===== config.mk =====
export PLATFORM = sky130hd
export DESIGN_NAME = rom_strobe_gen
export DESIGN_NICKNAME = d
export VERILOG_FILES = /design/src/rtl/rom_strobe_gen.sv
export SDC_FILE = /design/constraint.sdc
export NUM_CORES = 1
export LEC_CHECK = 0
export BUFFER_PORTS_ARGS = -buffer_cell sky130_fd_sc_hd__buf_4
export CAP_MARGIN = 30
export CORE_AREA = 2 2 63 65
export DETAILED_ROUTE_END_ITERATION = 10
export DIE_AREA = 0 0 65 67
export PLACE_DENSITY = 0.73
export SLEW_MARGIN = 20
export SYNTH_ARGS = -nofsm -noshare
export SYNTH_HDL_FRONTEND = slang
export SYNTH_SLANG_ARGS = --single-unit

===== constraint.sdc =====
create_clock -name clk -period 7.36 [get_ports clk]
set_input_delay 0.736 -clock clk [delete_from_list [all_inputs] [get_ports clk]]
set_output_delay 0.736 -clock clk [all_outputs]
set_load 0.05 [all_outputs]

===== src/rtl/rom_strobe_gen.sv =====
module rom_strobe_gen #(
  parameter int SLICES = 8
) (
  input  logic              clk,
  input  logic              rst_n,
  input  logic              acc_start,
  input  logic              acc_write,
  input  logic              fast_clk,
  input  logic [1:0]        len_sel,
  input  logic [SLICES-1:0] strobe_mask,
  output logic              rom_cs_n,
  output logic              rom_rd_n,
  output logic              rom_wr_n,
  output logic              busy,
  output logic              done
);
  localparam int SL_LOG = $clog2(SLICES);
  localparam int MAX_SH = 6;
  localparam int CNT_W  = SL_LOG + MAX_SH;

  function automatic logic [2:0] slice_log(input logic [1:0] s, input logic f);
    logic [2:0] b;
    case (s)
      2'd0:    b = 3'd0;
      2'd1:    b = 3'd1;
      2'd2:    b = 3'd3;
      default: b = 3'd5;
    endcase
    return b + {2'b0, f};
  endfunction

  logic [CNT_W-1:0]  cnt;
  logic [2:0]        sh_q;
  logic [SLICES-1:0] mask_q;
  logic              wr_q;

  wire [CNT_W-1:0]  last_idx = ~({CNT_W{1'b1}} << (SL_LOG + int'(sh_q)));
  wire [CNT_W-1:0]  nxt      = cnt + 1'b1;
  wire [SL_LOG-1:0] nxt_sl   = SL_LOG'(nxt >> sh_q);
  wire              nxt_on   = mask_q[nxt_sl];

  always_ff @(posedge clk) begin
    if (!rst_n) begin
      cnt      <= '0;
      sh_q     <= '0;
      mask_q   <= '0;
      wr_q     <= 1'b0;
      busy     <= 1'b0;
      done     <= 1'b0;
      rom_cs_n <= 1'b1;
      rom_rd_n <= 1'b1;
      rom_wr_n <= 1'b1;
    end else begin
      done <= 1'b0;
      if (busy) begin
        if (cnt == last_idx) begin
          cnt      <= '0;
          busy     <= 1'b0;
          done     <= 1'b1;
          rom_cs_n <= 1'b1;
          rom_rd_n <= 1'b1;
          rom_wr_n <= 1'b1;
        end else begin
          cnt      <= nxt;
          rom_rd_n <= !(!wr_q && nxt_on);
          rom_wr_n <= !( wr_q && nxt_on);
        end
      end else if (acc_start) begin
        cnt      <= '0;
        busy     <= 1'b1;
        sh_q     <= slice_log(len_sel, fast_clk);
        mask_q   <= strobe_mask;
        wr_q     <= acc_write;
        rom_cs_n <= 1'b0;
        rom_rd_n <= !(!acc_write && strobe_mask[0]);
        rom_wr_n <= !( acc_write && strobe_mask[0]);
      end
    end
  end
endmodule



==> metrics.md, run 1 <==
| Metric | Value |
|---|---|
| R2r worst-path depth | 11 |
| Residual antenna-violating net count after detailed routing | 0 |
| N_diodes | 0 |
| Dpl hpwl | 3.32 mm |
| Crit path cell chain | inv_1 > ha_1 > nor4b_1 > or2_1 > o21ai_0 > a32o_1 > a41oi_1 > buf_2 > a21boi_0 > o21ai_1 > a21oi_1 |
| Gr usage total | 21.8% |
| Worst Tran Pin Value | 0.852 ns |
| TritonCTS clock tree | built |
| Cell count after synthesis | 252 |
| Final-layout fill cell count | 352 |
| Largest regs | cnt (9), mask_q (8), sh_q (3) |
| Sum Neg Setup Slack | 0 ns |
| Htree depth | 1 |
| First drt pass iteration count | 4 |
| Syn Std Cell Area | 0.00193 sq mm |
| Starting density of the core | 53.6% |
| Synth cell types | 64 |
| Required time worst endpoint | 7.57 ns |
| DRT Wirelength | 4.51 mm |
| Worst r2r src | sh_q[0]$_SDFFE_PN0P_ |
| Clk buf depth | 2 |
| First-pass GRT wire length | 7.39 mm |
| Final period util | 44.4% |
| Hold Vio Cnt, Final | 0 |
| Register bit total from synthesis | 26 |
| DIE WIDTH | 65 um |
| CP Buf/Inv Count | 2 |
| Critical Path Fanout Max | 13 |
| Total Die Area | 0.00436 sq mm |
| Grt ovf | 0 |
| DR vias | 1,844 |
| Register area | 520 sq um |
| Mean Syn Cell Area | 7.68 sq um |
| Setup Fix Bufs, Post-CTS | 0 |
| Max incr delay on CP | 0.60 ns |
| Max-cap violations | 0 |
| Rows | 22 |
| Clock transition at the registers of the reported paths | 0.10 ns |
| Worst rel slew slack | 43.1% |
| PwrDens | 168 mW/mm^2 |
| CTS Root Cell | clkbuf_8 |
| Detailed-route DRC error count | 0 |
| CP delay by family, top | compound AO/OA/AOI/OAI gates |
| Hold depth | 2 |
| Skew-Pair Late Insertion Delay | 0.28 ns |
| Max reg flops | 9 |
| Layout cell share with drive strength beyond 1 | 14.9% |
| Die height | 67 um |
| Worst vdd ir | 150 uV |
| Max Slew Vio Count | 0 |
| # hold bufs at CTS | 0 |
| Max Fclk | 306 MHz |
| Setup ws final | 4.10 ns |
| Worst r2r dst | cnt[7]$_SDFFE_PN0P_ |
| Crit end category | register |
| Sequential-to-total area share from yosys stat | 26.9% |
| Synth async-reset ratio | 0% |
| CTS resizes | 0 |
| Syn Nets | 273 |
| Final setup violation count | 0 |
| Antenna violations before repair | 0 |
| Worst Hold Path EP | mask_q[5]$_SDFFE_PN0P_ |
| Unrepaired setup endpoints after global routing | false |
| Largest net degree at the start of global routing | 24 |
| Most used flip-flop cell after synthesis | dfxtp_1 |
| Syn. warnings | 0 |
| DRT iter0 DRCs | 96 |
| Place WS | 4.14 ns |
| CTS buffer count | 3 |
| DR vias/cell | 5.97 |
| Wire per inst | 14.6 um |
| Period minus WS final | 3.26 ns |
| Vias in the first global route | 1,573 |
| Port Buffers | 19 |
| Multi-input gate area | 0.00131 sq mm |
| Routability cong. | 0.851 |
| Post-synth EDFFs | 0 |
| Critical setup path kind | reg2reg |
| Num Clock Sinks | 26 |
| CP startpoint kind | register |
| Core ar. | 0.00361 sq mm |
| Setup slack, reg-to-reg | 4.10 ns |
| Area growth from synthesis to layout | 10.7% |
| Final nets | 283 |
| HP Class | reg2reg |
| WP data arrival | 3.47 ns |
| Largest register by flop count | cnt |
| Leak | 0.813 nW |
| Outcome | completed |
| I/O pin total | 20 |
| Crit-path slowest cell | dfxtp_1 |
| Worst hold start | mask_q[5]$_SDFFE_PN0P_ |
| Final clock skew | 0.00522 ns |
placed cells by master, fill, tap and decap left out, types with 4 or more instances in the layout:
cell type	synthesis	final
o21ai_0	7	7
ha_1	6	6
nor2b_1	6	6
nor3_1	11	11
nand3_1	8	8
dfxtp_1	26	26
nor2_1	16	16
o211ai_1	4	4
nand2_1	42	42
o21ai_1	6	6
buf_4	2	19
a211oi_1	4	4
inv_1	8	8
a21oi_1	26	26
cell usage after synthesis (3+ instances only):
master,count,area (sq um)
and2_1,3,18.8
nor3_1,11,55.1
o21ai_0,7,35.0
ha_1,6,75.1
o211ai_1,4,30.0
and3_1,3,18.8
nor2_1,16,60.1
o21ai_1,6,30.0
nor2b_1,6,37.5
inv_1,8,30.0
clkbuf_1,6,22.5
a211oi_1,4,30.0
o21a_1,3,22.5
nand2_1,42,158
buf_2,6,30.0
dfxtp_1,26,521
xnor2_1,3,26.3
a21oi_1,26,130
nand3_1,8,40.0
worst reg2reg max path: stages, from the launching register on:
cell	delay, ns
dfxtp_1	0.60
inv_1	0.28
ha_1	0.31
nor4b_1	0.30
or2_1	0.19
o21ai_0	0.09
a32o_1	0.27
a41oi_1	0.43
buf_2	0.31
a21boi_0	0.20
o21ai_1	0.07
a21oi_1	0.14
how the worst max path moves through the flow:
stage	startpoint	endpoint	slack, ns	depth (start not counted)
global route	sh_q[0]$_SDFFE_PN0P_	cnt[7]$_SDFFE_PN0P_	3.81	11
finish	sh_q[0]$_SDFFE_PN0P_	cnt[7]$_SDFFE_PN0P_	4.10	11
floorplan	cnt[0]$_SDFFE_PN0P_	rom_wr_n$_SDFFE_PN1P_	4.78	10
CTS	sh_q[0]$_SDFFE_PN0P_	cnt[7]$_SDFFE_PN0P_	4.11	11
detailed placement	sh_q[0]$_SDFFE_PN0P_	cnt[7]$_SDFFE_PN0P_	4.14	11
global placement	sh_q[0]$_SDFFE_PN0P_	cnt[7]$_SDFFE_PN0P_	3.97	10
power breakdown:
group / leakage, nW / internal (mW) / switching [mW]
combinational: 0.565 / 0.0339 / 0.0478
clock: 0.0357 / 0.0729 / 0.0489
sequential: 0.213 / 0.147 / 0.00970
layout make-up:
cell class	count	area share [%]
flip-flops and latches	26	24.3
multi-input cells	202	61.1
well taps	48	2.80
clock inverters	1	1.40
clock buffers	3	1.93
inverters	9	1.58
repair buffers	20	6.89
per-layer routing:
metal | vias to the layer above | track usage [%] | wire length [um] | share of wire [%]
met1 | 855 | 28.6 | 2120 | 47
met2 | 46 | 36.3 | 2160 | 48
met3 | 6 | 4.05 | 165 | 3.7
li1 | 937 | - | - | -
met5 | - | 0 | 0 | 0
met4 | 0 | 6.65 | 64 | 1.4
logic make-up after synthesis:
logic type / Yosys count / synth area share (%)
simple gates: 114 / 31.8
compound gates: 73 / 26.4
fa+ha+maj: 6 / 3.88
flops: 26 / 26.9
xor+xnor: 7 / 3.95
mux: 2 / 1.68
buf+inv: 24 / 5.43
metrics by stage:
step	area, sq um	hold WS [ns]	util, %	total power, mW	std cells
after detailed placement	2070	0.448	57.4	0.241	305
after global routing	2140	0.483	59.4	0.375	309
after global placement	2070	0.444	57.3	0.239	304
final	2140	0.461	59.4	0.360	309
after CTS	2140	0.464	59.4	0.364	309
after floorplan	1930	0.433	-	0.220	252
Note: power is estimated with default switching activity, not from simulation.
==> run 2: changes to the inputs <==
Settings changed: CORE_AREA 2 2 63 65 to 2 2 64 66, DIE_AREA 0 0 65 67 to 0 0 66 68, PLACE_DENSITY 0.73 to 0.74.
Clock period 7.36 ns to 3 ns, I/O delays scaled along.
==> run 2 against run 1 <==
Worst hold slack got worse by 0.20 ns. Die area is 3.1% higher. Via count increased by 2.4%. Critical endpoint is now rom_wr_n$_SDFFE_PN1P_. Combinational power grew to 2.8 times the previous value. Critical path type unchanged. Clock power is 88% higher. Sequential power grew 140%. Sequential cell count stayed put. Count of clock-buffer cells in the layout up 1. First-iteration DRC count shrank 3.1%.
==> metrics.md, run 2 (synthesized netlist as in run 1, its figures left out) <==
| Metric | Value |
|---|---|
| Comb power frac | 27.3% (+4.6 points) |
| Total Die Area | 0.00449 sq mm (+3.1%) |
| Max incr delay on CP | 0.37 ns (-0.23 ns) |
| Critical setup path kind | reg2reg |
| N_diodes | 0 (unchanged) |
| Leak | 0.853 nW (+4.9%) |
| TritonCTS clock tree | built |
| Sum Neg Setup Slack | 0 ns (unchanged) |
| Vias in the first global route | 1,621 (+3.1%) |
| Clock transition at the registers of the reported paths | 0.09 ns (about the same) |
| Grt ovf | 0 (unchanged) |
| Residual antenna-violating net count after detailed routing | 0 (unchanged) |
| Crit end category | register |
| Detailed-route DRC error count | 0 (unchanged) |
| First-pass GRT wire length | 7.60 mm (+2.8%) |
| Max-cap violations | 0 (unchanged) |
| Worst Tran Pin Value | 0.843 ns (-0.00886 ns) |
| Htree depth | 1 (unchanged) |
| DR vias | 1,888 (+2.4%) |
| Sw Pwr | 0.256 mW (+140%) |
| DP Cell Count | 316 (+3.6%) |
| CTS resizes | 0 (unchanged) |
| Finished Cell Area | 0.00220 sq mm (+2.6%) |
| Dpl hpwl | 3.37 mm (+1.4%) |
| Routability cong. | 0.860 (+1.1%) |
| Met2 Use GR | 36.0% (-0.36 points) |
| Starting density of the core | 50.2% (-3.5 points) |
| Met1 Use GR | 30.7% (+2.1 points) |
| First drt pass iteration count | 4 (unchanged) |
| Required time worst endpoint | 3.15 ns (-4.42 ns) |
| Unrepaired setup endpoints after global routing | false |
| Outcome | completed |
| WP data arrival | 2.77 ns (-0.70 ns) |
| Reg power frac | 45.0% (+1.5 points) |
| Final setup violation count | 0 (unchanged) |
| Area after DPL | 0.00214 sq mm (+3.5%) |
| Rows | 23 (+4.5%) |
| Num Clock Sinks | 26 (unchanged) |
| Final clock skew | 0.00481 ns (-0.000408 ns) |
| Crit-path slowest cell | o2111ai_1 |
| CP delay by family, top | simple AND/OR/NAND/NOR gates |
| Port Buffers | 19 (unchanged) |
| Worst rel slew slack | 43.7% (+0.59 points) |
| Layout cell share with drive strength beyond 1 | 17.8% (+2.8 points) |
| CP Buf/Inv Count | 0 (-2) |
| DIE WIDTH | 66 um (+1.5%) |
| CTS buffer count | 3 (unchanged) |
| DRT iter0 DRCs | 93 (-3.1%) |
| Wire per inst | 14.3 um (-2.1%) |
| Clk buf depth | 2 (unchanged) |
| Setup Fix Bufs, Post-CTS | 0 (unchanged) |
| Int Pwr | 0.571 mW (+120%) |
| Max reg flops | 9 (unchanged) |
| DRT Wirelength | 4.57 mm (+1.4%) |
| Worst vdd ir | 217 uV (+45%) |
| Setup slack, reg-to-reg | 0.38 ns (-3.71 ns) |
| Commonest non-fill, non-tap cell in the layout | nand2_1 |
| PwrDens | 376 mW/mm^2 (+120%) |
| Die height | 68 um (+1.5%) |
| Max Slew Vio Count | 0 (unchanged) |
| Largest register by flop count | cnt |
| Clock power share | 27.7% (-6.1 points) |
| CP startpoint kind | register |
| HP Class | in2reg |
| DR vias/cell | 5.90 (-1.1%) |
| Core ar. | 0.00386 sq mm (+6.9%) |
| Crit path cell chain | ha_1 > nand3_2 > nor3_1 > nor2b_1 > o2111ai_1 > and3_4 > a2111oi_4 > nor4_2 > a41oi_2 |
| Final period util | 87.3% (+43 points) |
| Most frequent cells in the layout | nand2_1, buf_4, a21oi_1, dfxtp_1, nor2_1 |
| Sw Share | 31.0% (+1.5 points) |
| Max Fclk | 382 MHz (+25%) |
| Worst hold slack | 0.264 ns (-0.197 ns) |
| Pwr Total | 0.827 mW (+130%) |
| CTS Root Cell | clkbuf_8 |
| Final nets | 292 (+3.2%) |
| I/O pin total | 20 (unchanged) |
| Largest regs | cnt (9), mask_q (8), sh_q (3) |
| Layout Cells excl Fill | 320 (+3.6%) |
| Area growth from synthesis to layout | 13.6% |
| Critical Path Fanout Max | 9 (-4) |
| GR Layer Usage met3 | 2.96% (-1.1 points) |
| Gr usage total | 21.7% (-0.11 points) |
| Layer with the highest usage | met2 |
| Period minus WS final | 2.62 ns (-0.646 ns) |
| Hold Vio Cnt, Final | 0 (unchanged) |
| Antenna violations before repair | 0 (unchanged) |
| Skew-Pair Late Insertion Delay | 0.27 ns (about the same) |
| # hold bufs at CTS | 0 (unchanged) |
| Largest net degree at the start of global routing | 24 (unchanged) |
-- run 2: worst paths after layout --
path,from,endpoint,cells after the start
worst min-delay path,strobe_mask[6],mask_q[6]$_SDFFE_PN0P_,3
worst max-delay path,cnt[0]$_SDFFE_PN0P_,rom_wr_n$_SDFFE_PN1P_,9
worst min register to register,rom_cs_n$_SDFFE_PN1P_,rom_cs_n$_SDFFE_PN1P_,2
worst max register to register,cnt[0]$_SDFFE_PN0P_,rom_wr_n$_SDFFE_PN1P_,9
-- run 2: layout make-up --
class                           instances  area (sq um)
Multi-Input combinational cell        202          1310
Fill cell                             375          1660
Sequential cell                        26           520
Timing Repair Buffer                   29           218
Inverter                                9          33.8
Clock buffer                            4          55.1
Tap cell                               50          62.6
-- run 2: tightest hold or removal path: stages --
cell	delay, ns
buf_4	0.10
nand2_1	0.04
a21oi_1	0.05
-- run 2: layer usage --
layer / vias up / wire length, um
met2: 46 / 2180
met5: - / 0
met4: 0 / 22
li1: 954 / -
met1: 886 / 2170
met3: 2 / 195
-- run 2: metrics by stage --
stage	util, %	setup slack (ns)
finish	57.0	0.381
global placement	55.6	0.482
global route	57.0	0.126
detailed placement	55.6	0.414
floorplan	-	0.417
CTS	57.0	0.372
-- run 2: power by group through the flow --
stage	clock, mW	combinational (mW)	sequential (mW)
after global routing	0.250	0.250	0.374
after CTS	0.233	0.224	0.372
after detailed placement	0	0.224	0.380
after global placement	0	0.219	0.380
final	0.229	0.226	0.372
after floorplan	0	0.144	0.395
